**src/rtl/msg_irq_pkg.sv**
```systemverilog
package msg_irq_pkg;
    localparam int NBANK    = 8;
    localparam int REG_W    = 32;
    localparam int ADDR_W   = 9;
    localparam int BANK_W   = $clog2(NBANK);
    localparam int BIT_W    = $clog2(REG_W);
    localparam int BANK_LSB = REG_W - BANK_W;
    localparam int BIT_LSB  = BANK_LSB - BIT_W;
    localparam int SLOT_W   = ADDR_W - 4;

    localparam logic [ADDR_W-1:0] OFS_INDEX   = ADDR_W'(9'h140);
    localparam logic [ADDR_W-1:0] OFS_SUMMARY = ADDR_W'(9'h120);

    typedef enum logic [1:0] {
        RD_ZERO    = 2'd0,
        RD_BANK    = 2'd1,
        RD_SUMMARY = 2'd2,
        RD_ONES    = 2'd3
    } rd_kind_e;

    typedef struct packed {
        rd_kind_e           kind;
        logic [BANK_W-1:0]  bank;
    } rd_dec_t;

    typedef struct packed {
        logic               en;
        logic [BANK_W-1:0]  bank;
        logic [BIT_W-1:0]   bit_idx;
    } set_req_t;

    function automatic logic is_aligned(input logic [ADDR_W-1:0] a);
        return a[3:0] == 4'h0;
    endfunction
endpackage

```
**src/rtl/msg_irq_decode.sv**
```systemverilog
module msg_irq_decode
    import msg_irq_pkg::*;
(
    input  logic              rd_en,
    input  logic [ADDR_W-1:0] rd_addr,
    input  logic              wr_en,
    input  logic [ADDR_W-1:0] wr_addr,
    input  logic [REG_W-1:0]  wr_data,
    output rd_dec_t           rd_dec,
    output logic [NBANK-1:0]  clr_vec,
    output set_req_t          set_req
);
    logic [SLOT_W-1:0] slot;

    assign slot = rd_addr[ADDR_W-1:4];

    always_comb begin
        rd_dec.kind = RD_ZERO;
        rd_dec.bank = rd_addr[4 +: BANK_W];
        clr_vec     = '0;
        if (!is_aligned(rd_addr)) begin
            rd_dec.kind = RD_ONES;
        end else if (int'(slot) < NBANK) begin
            rd_dec.kind = RD_BANK;
            clr_vec[rd_dec.bank] = rd_en;
        end else if (rd_addr == OFS_SUMMARY) begin
            rd_dec.kind = RD_SUMMARY;
        end
    end

    always_comb begin
        set_req.en      = wr_en && (wr_addr == OFS_INDEX);
        set_req.bank    = wr_data[BANK_LSB +: BANK_W];
        set_req.bit_idx = wr_data[BIT_LSB +: BIT_W];
    end
endmodule

```
**src/rtl/msg_irq_pend.sv**
```systemverilog
module msg_irq_pend
    import msg_irq_pkg::*;
(
    input  logic              clk,
    input  logic              rst,
    input  logic              clr,
    input  logic              set_en,
    input  logic [BIT_W-1:0]  set_bit,
    output logic [REG_W-1:0]  pend
);
    logic [REG_W-1:0] set_mask;
    logic [REG_W-1:0] pend_d;

    always_comb begin
        set_mask = set_en ? (REG_W'(1) << set_bit) : '0;
        pend_d   = (clr ? '0 : pend) | set_mask;
    end

    always_ff @(posedge clk) begin
        if (rst) pend <= '0;
        else     pend <= pend_d;
    end

    AST_SET_LANDS: assert property (@(posedge clk) disable iff (rst)
        set_en |=> pend[$past(set_bit)]);

    AST_READ_EMPTIES: assert property (@(posedge clk) disable iff (rst)
        (clr && !set_en) |=> (pend == '0));

    AST_SET_SURVIVES_CLEAR: assert property (@(posedge clk) disable iff (rst)
        (clr && set_en) |=> (pend == (REG_W'(1) << $past(set_bit))));
endmodule

```
**src/rtl/msg_irq_rdback.sv**
```systemverilog
module msg_irq_rdback
    import msg_irq_pkg::*;
(
    input  logic                        clk,
    input  logic                        rst,
    input  logic                        rd_en,
    input  rd_dec_t                     rd_dec,
    input  logic [NBANK-1:0][REG_W-1:0] pend,
    output logic                        rd_valid,
    output logic [REG_W-1:0]            rd_data
);
    logic [NBANK-1:0] busy;
    logic [REG_W-1:0] rd_word;

    for (genvar g = 0; g < NBANK; g++) begin : g_busy
        assign busy[g] = |pend[g];
    end

    always_comb begin
        unique case (rd_dec.kind)
            RD_BANK:    rd_word = pend[rd_dec.bank];
            RD_SUMMARY: rd_word = REG_W'(busy);
            RD_ONES:    rd_word = '1;
            default:    rd_word = '0;
        endcase
    end

    always_ff @(posedge clk) begin
        if (rst) begin
            rd_valid <= 1'b0;
            rd_data  <= '0;
        end else begin
            rd_valid <= rd_en;
            if (rd_en) rd_data <= rd_word;
        end
    end

    AST_RSP_FOLLOWS: assert property (@(posedge clk) disable iff (rst)
        rd_en |=> rd_valid);

    AST_RSP_QUIET: assert property (@(posedge clk) disable iff (rst)
        !rd_en |=> !rd_valid);

    AST_MISALIGNED_ONES: assert property (@(posedge clk) disable iff (rst)
        (rd_en && rd_dec.kind == RD_ONES) |=> (rd_data == '1));

    AST_SUMMARY_UPPER_ZERO: assert property (@(posedge clk) disable iff (rst)
        (rd_en && rd_dec.kind == RD_SUMMARY) |=> (rd_data[REG_W-1:NBANK] == '0));
endmodule

```
**src/rtl/msg_irq_bank.sv**
```systemverilog
module msg_irq_bank
    import msg_irq_pkg::*;
(
    input  logic              clk,
    input  logic              rst,
    input  logic              rd_en,
    input  logic [ADDR_W-1:0] rd_addr,
    input  logic              wr_en,
    input  logic [ADDR_W-1:0] wr_addr,
    input  logic [REG_W-1:0]  wr_data,
    output logic              rd_valid,
    output logic [REG_W-1:0]  rd_data,
    output logic [NBANK-1:0]  irq_o
);
    rd_dec_t                     rd_dec;
    set_req_t                    set_req;
    logic [NBANK-1:0]            clr_vec;
    logic [NBANK-1:0][REG_W-1:0] pend;

    msg_irq_decode u_decode (
        .rd_en   (rd_en),
        .rd_addr (rd_addr),
        .wr_en   (wr_en),
        .wr_addr (wr_addr),
        .wr_data (wr_data),
        .rd_dec  (rd_dec),
        .clr_vec (clr_vec),
        .set_req (set_req)
    );

    for (genvar b = 0; b < NBANK; b++) begin : g_bank
        msg_irq_pend u_pend (
            .clk     (clk),
            .rst     (rst),
            .clr     (clr_vec[b]),
            .set_en  (set_req.en && (set_req.bank == BANK_W'(b))),
            .set_bit (set_req.bit_idx),
            .pend    (pend[b])
        );
        assign irq_o[b] = |pend[b];
    end

    msg_irq_rdback u_rdback (
        .clk      (clk),
        .rst      (rst),
        .rd_en    (rd_en),
        .rd_dec   (rd_dec),
        .pend     (pend),
        .rd_valid (rd_valid),
        .rd_data  (rd_data)
    );

    AST_RESET_QUIET: assert property (@(posedge clk)
        rst |=> (irq_o == '0 && !rd_valid));

    AST_STRAY_WRITE_INERT: assert property (@(posedge clk) disable iff (rst)
        (!rd_en && !(wr_en && wr_addr == OFS_INDEX)) |=> $stable(irq_o));
endmodule

```
**config.mk**
```make
export PLATFORM = sky130hd
export DESIGN_NAME = msg_irq_bank
export DESIGN_NICKNAME = d
export VERILOG_FILES = /design/src/rtl/msg_irq_pkg.sv /design/src/rtl/msg_irq_decode.sv /design/src/rtl/msg_irq_pend.sv /design/src/rtl/msg_irq_rdback.sv /design/src/rtl/msg_irq_bank.sv
export SDC_FILE = /design/constraint.sdc
export NUM_CORES = 1
export LEC_CHECK = 0
export BUFFER_PORTS_ARGS = -buffer_cell sky130_fd_sc_hd__buf_2
export CAP_MARGIN = 20
export CORE_MARGIN = 2
export CORE_UTILIZATION = 60
export CTS_CLUSTER_DIAMETER = 30
export DETAILED_ROUTE_END_ITERATION = 6
export PLACE_DENSITY = 0.87
export SYNTH_ARGS = -nofsm -noshare
export SYNTH_HDL_FRONTEND = slang
export SYNTH_SLANG_ARGS = --single-unit
```
**constraint.sdc**
```tcl
create_clock -name clk -period 3.1 [get_ports clk]
set_clock_uncertainty 0.15 [all_clocks]
set_input_delay 0.31 -clock clk [delete_from_list [all_inputs] [get_ports clk]]
set_output_delay 0.31 -clock clk [all_outputs]
set_load 0.1 [all_outputs]
```
==> summary.txt <==
Outcome
  • Status: finished, violations left
  • Failing checks: setup timing

Floorplanning
  • Row Count: 50
  • Die Ht: 143 um
  • CORE AREA: 18,800 um2
  • Die X: 143 um
  • Starting Density: 0.614
  • IO Pins: 95
  • Full die area: 20,300 um2

Drt
  • DRC: 0
  • Wire length per cell: 29.2 um
  • Vias post-DR: 10,300
  • Drt total wl: 39,100 um
  • Via density: 7.72
  • Iter 0 DRT Violations: 1,843
  • DRT antenna net count: 0
  • First-pass DRT Iterations: 7

CTS
  • CTS tree: done
  • Max Buffers Root-to-Sink: 3
  • Latest clock arrival within the worst-skew pair: 0.54 ns
  • CTS sink cnt: 289
  • Total CTS buffers: 45
  • Clock slew at reported path FFs: 0.05 ns
  • H-Tree Depth: 2
  • CTS root buf: clkbuf_16
  • Setup bufs post-CTS: 0

Synth
  • Area contributors post-synth: dfxtp_1 (50%), a22o_1 (19%), mux4_2 (9.4%)
  • Compound-Gate Fraction of Synth Area: 0.245
  • Synth top area share: 0.502
  • FFs w/ async S/R, synth: 0
  • Post-synth top area cell: dfxtp_1
  • Post-synthesis xor/xnor area fraction: 0
  • Avg Inst Size Synth: 11.5 um2
  • Commonest cells post-synth: dfxtp_1 (289), a22o_1 (256), nor4_1 (66), mux2i_1 (56), clkbuf_1 (54)
  • Synth Area in Adders: 0
  • Combinational family with the most area after synthesis: compound AO/OA/AOI/OAI gates
  • Post-synthesis net count: 1,056
  • Flops & latches, synth: 289
  • Portion of netlist area occupied by mux cells: 0.142
  • Warnings, synthesis: 0
  • Post-synth EDFFs: 0
  • Primary FF master, synth: dfxtp_1
  • Synth Area in Simple Gates: 0.0818
  • Synth cell types: 31
  • Cells after Synth: 1,002
  • Top-count cell post-synth: dfxtp_1
  • Sequential share of the synthesized area: 0.502
  • Synthesized area: 11,500 um2

STA
  • Period utilization: 1.02
  • Unrepaired setup endpoints after global routing: no
  • Final setup violation count: 1
  • Worst relative slew slack: 0.446
  • Fin Setup TNS: -0.0560 ns
  • Slew Viols, Final: 0
  • FMAX: 0.317 GHz
  • Tmin final: 3.16 ns
  • Slew @ Worst Pin: 0.823 ns
  • Hold Violations, Final: 0
  • Setup ws final: -0.0560 ns

Power and ir drop
  • VDD IR max: 0.421 mV
  • Leakage: 5.46 nW
  • Pwr Total: 9.55 mW
  • Power per cell area: 695 nW/um2

GRT
  • GRT overflow: 0
  • Vias in the first global route: 9,919
  • Largest net degree at the start of global routing: 56
  • GRT Overall Usage: 0.384
  • Initial antenna violation count: 3
  • First-pass GRT wire length: 59,600 um

Worst setup path
  • Crit-path max FO: 3
  • Critical path required time: 2.64 ns
  • CP max stage delay: 0.64 ns
  • Crit end category: output port
  • Worst path slowest cell: nor4_1
  • Crit path cell chain: nor4_1 -> nand4_1 -> or2_2 -> buf_2
  • Crit path DAT: 2.70 ns
  • Dominant delay contributor by cell family on the critical path: simple AND/OR/NAND/NOR gates
  • CP Launch Type: register
  • Worst path depth: 4
  • Reg2reg setup slack: 0.89 ns
  • R2r worst-path depth: 4
  • Buf/Inv on CP: 1
  • WS Path Type: register to output port

Place
  • Final GP Congestion: 1.00
  • Post-detail-place hpwl: 23,500 um
  • Pre-CTS WS: 0.570 ns
  • Placed instance area: 12,200 um2
  • Post-Place Cells: 1,253
  • PortBufs: 70

Flow run
  • Max-Cap Viols: 0

Layout
  • Multi-input logic area: 5480 um2
  • Area delta synth->final: 19.2%
  • Filler Cell Count: 1,121
  • Register area: 5790 um2
  • Post-layout net count: 1,120
  • Fin area: 13,700 um2
  • Finished Layout Cells: 1,339
  • Share of post-route cells with drive strength above 1: 0.235

Hold path
  • HP Class: input pin to register
  • WHS Path Cells: 3
[timing repair]
item                       CTS  global route
hold endpoints to repair     0             0
hold buffers                 0             0
resized for setup            0             1
setup endpoints to repair    0             1
[worst paths after layout]
kind,from,endpoint
setup / recovery,g_bank[5].u_pend.pend[16],irq_o[5]
hold / removal,rd_en,u_rdback.rd_data[0]
setup reg to reg,g_bank[1].u_pend.pend[15],u_rdback.rd_data[1]
hold reg to reg,u_rdback.rd_data[10],u_rdback.rd_data[10]
[power breakdown]
group	switching, mW	internal (mW)	leakage (nW)
combinational	0.493	0.125	2.35
sequential	0.0176	3.75	2.34
clock	1.85	3.31	0.771
[placed cells by master (no fill, tap or decap), types with 3 or more instances in the layout]
master and count:
buf_2 69, nor2_2 7, o22ai_1 16, o21bai_1 8, nor2_1 38, nand2b_1 4
nand3b_1 4, a21oi_1 24, clkbuf_8 4, nand2_1 3, or3b_2 4, nor3_2 3
clkinv_2 8, a22o_1 256, clkbuf_16 47, a21oi_2 6, mux4_2 48, inv_6 5
clkbuf_1 3, dfxtp_1 289, clkinvlp_4 3, bufinv_16 5, o21ai_0 40, or2_2 9
diode_2 3, mux2i_1 56, buf_4 26, nor4_1 65, nand4_1 17, clkinv_4 7
a31oi_1 8
[cells by family (layout without fill, tap and decap cells)]
kind of cell	count (synthesis)	in the layout
compound gates	361	361
simple gates	165	165
mux	104	104
flops	289	289
other cells	0	3
buf+inv	83	183
[state kept, by name (all words and copies together) (netlist names)]
name                count
g_bank.u_pend.pend    256
u_rdback.rd_valid       1
u_rdback.rd_data       32
[area by class of cell]
cell class | count | area share
clock buffers | 54 | 0.0904
inverters | 2 | 0.000546
multi-input cells | 630 | 0.399
diodes | 3 | 0.000546
flip-flops and latches | 289 | 0.421
repair buffers | 98 | 0.0433
well taps | 234 | 0.0213
clock inverters | 29 | 0.0240
[through the flow]
stage               utilization  hold WS [ns]
finish                    0.732        0.0508
detailed placement        0.648         0.303
global route              0.732        0.0831
global placement          0.647         0.295
CTS                       0.731        0.0499
floorplan                     -         0.235
[worst reg2reg max path, stage by stage (launching register included)]
cell and delay [ns]:
dfxtp_1 0.34, nor4_1 0.71, nand4_1 0.34, o21ai_0 0.36, a31oi_1 0.15
[per-layer routing]
layer / track usage / wire (um) / vias to the layer above
met5: 0 / 17 / -
met4: 0.208 / 2710 / 2
met3: 0.122 / 5380 / 242
met2: 0.600 / 17500 / 949
met1: 0.476 / 13500 / 4962
li1: - / - / 4186
No activity file was read; power rests on OpenSTA's default activity.
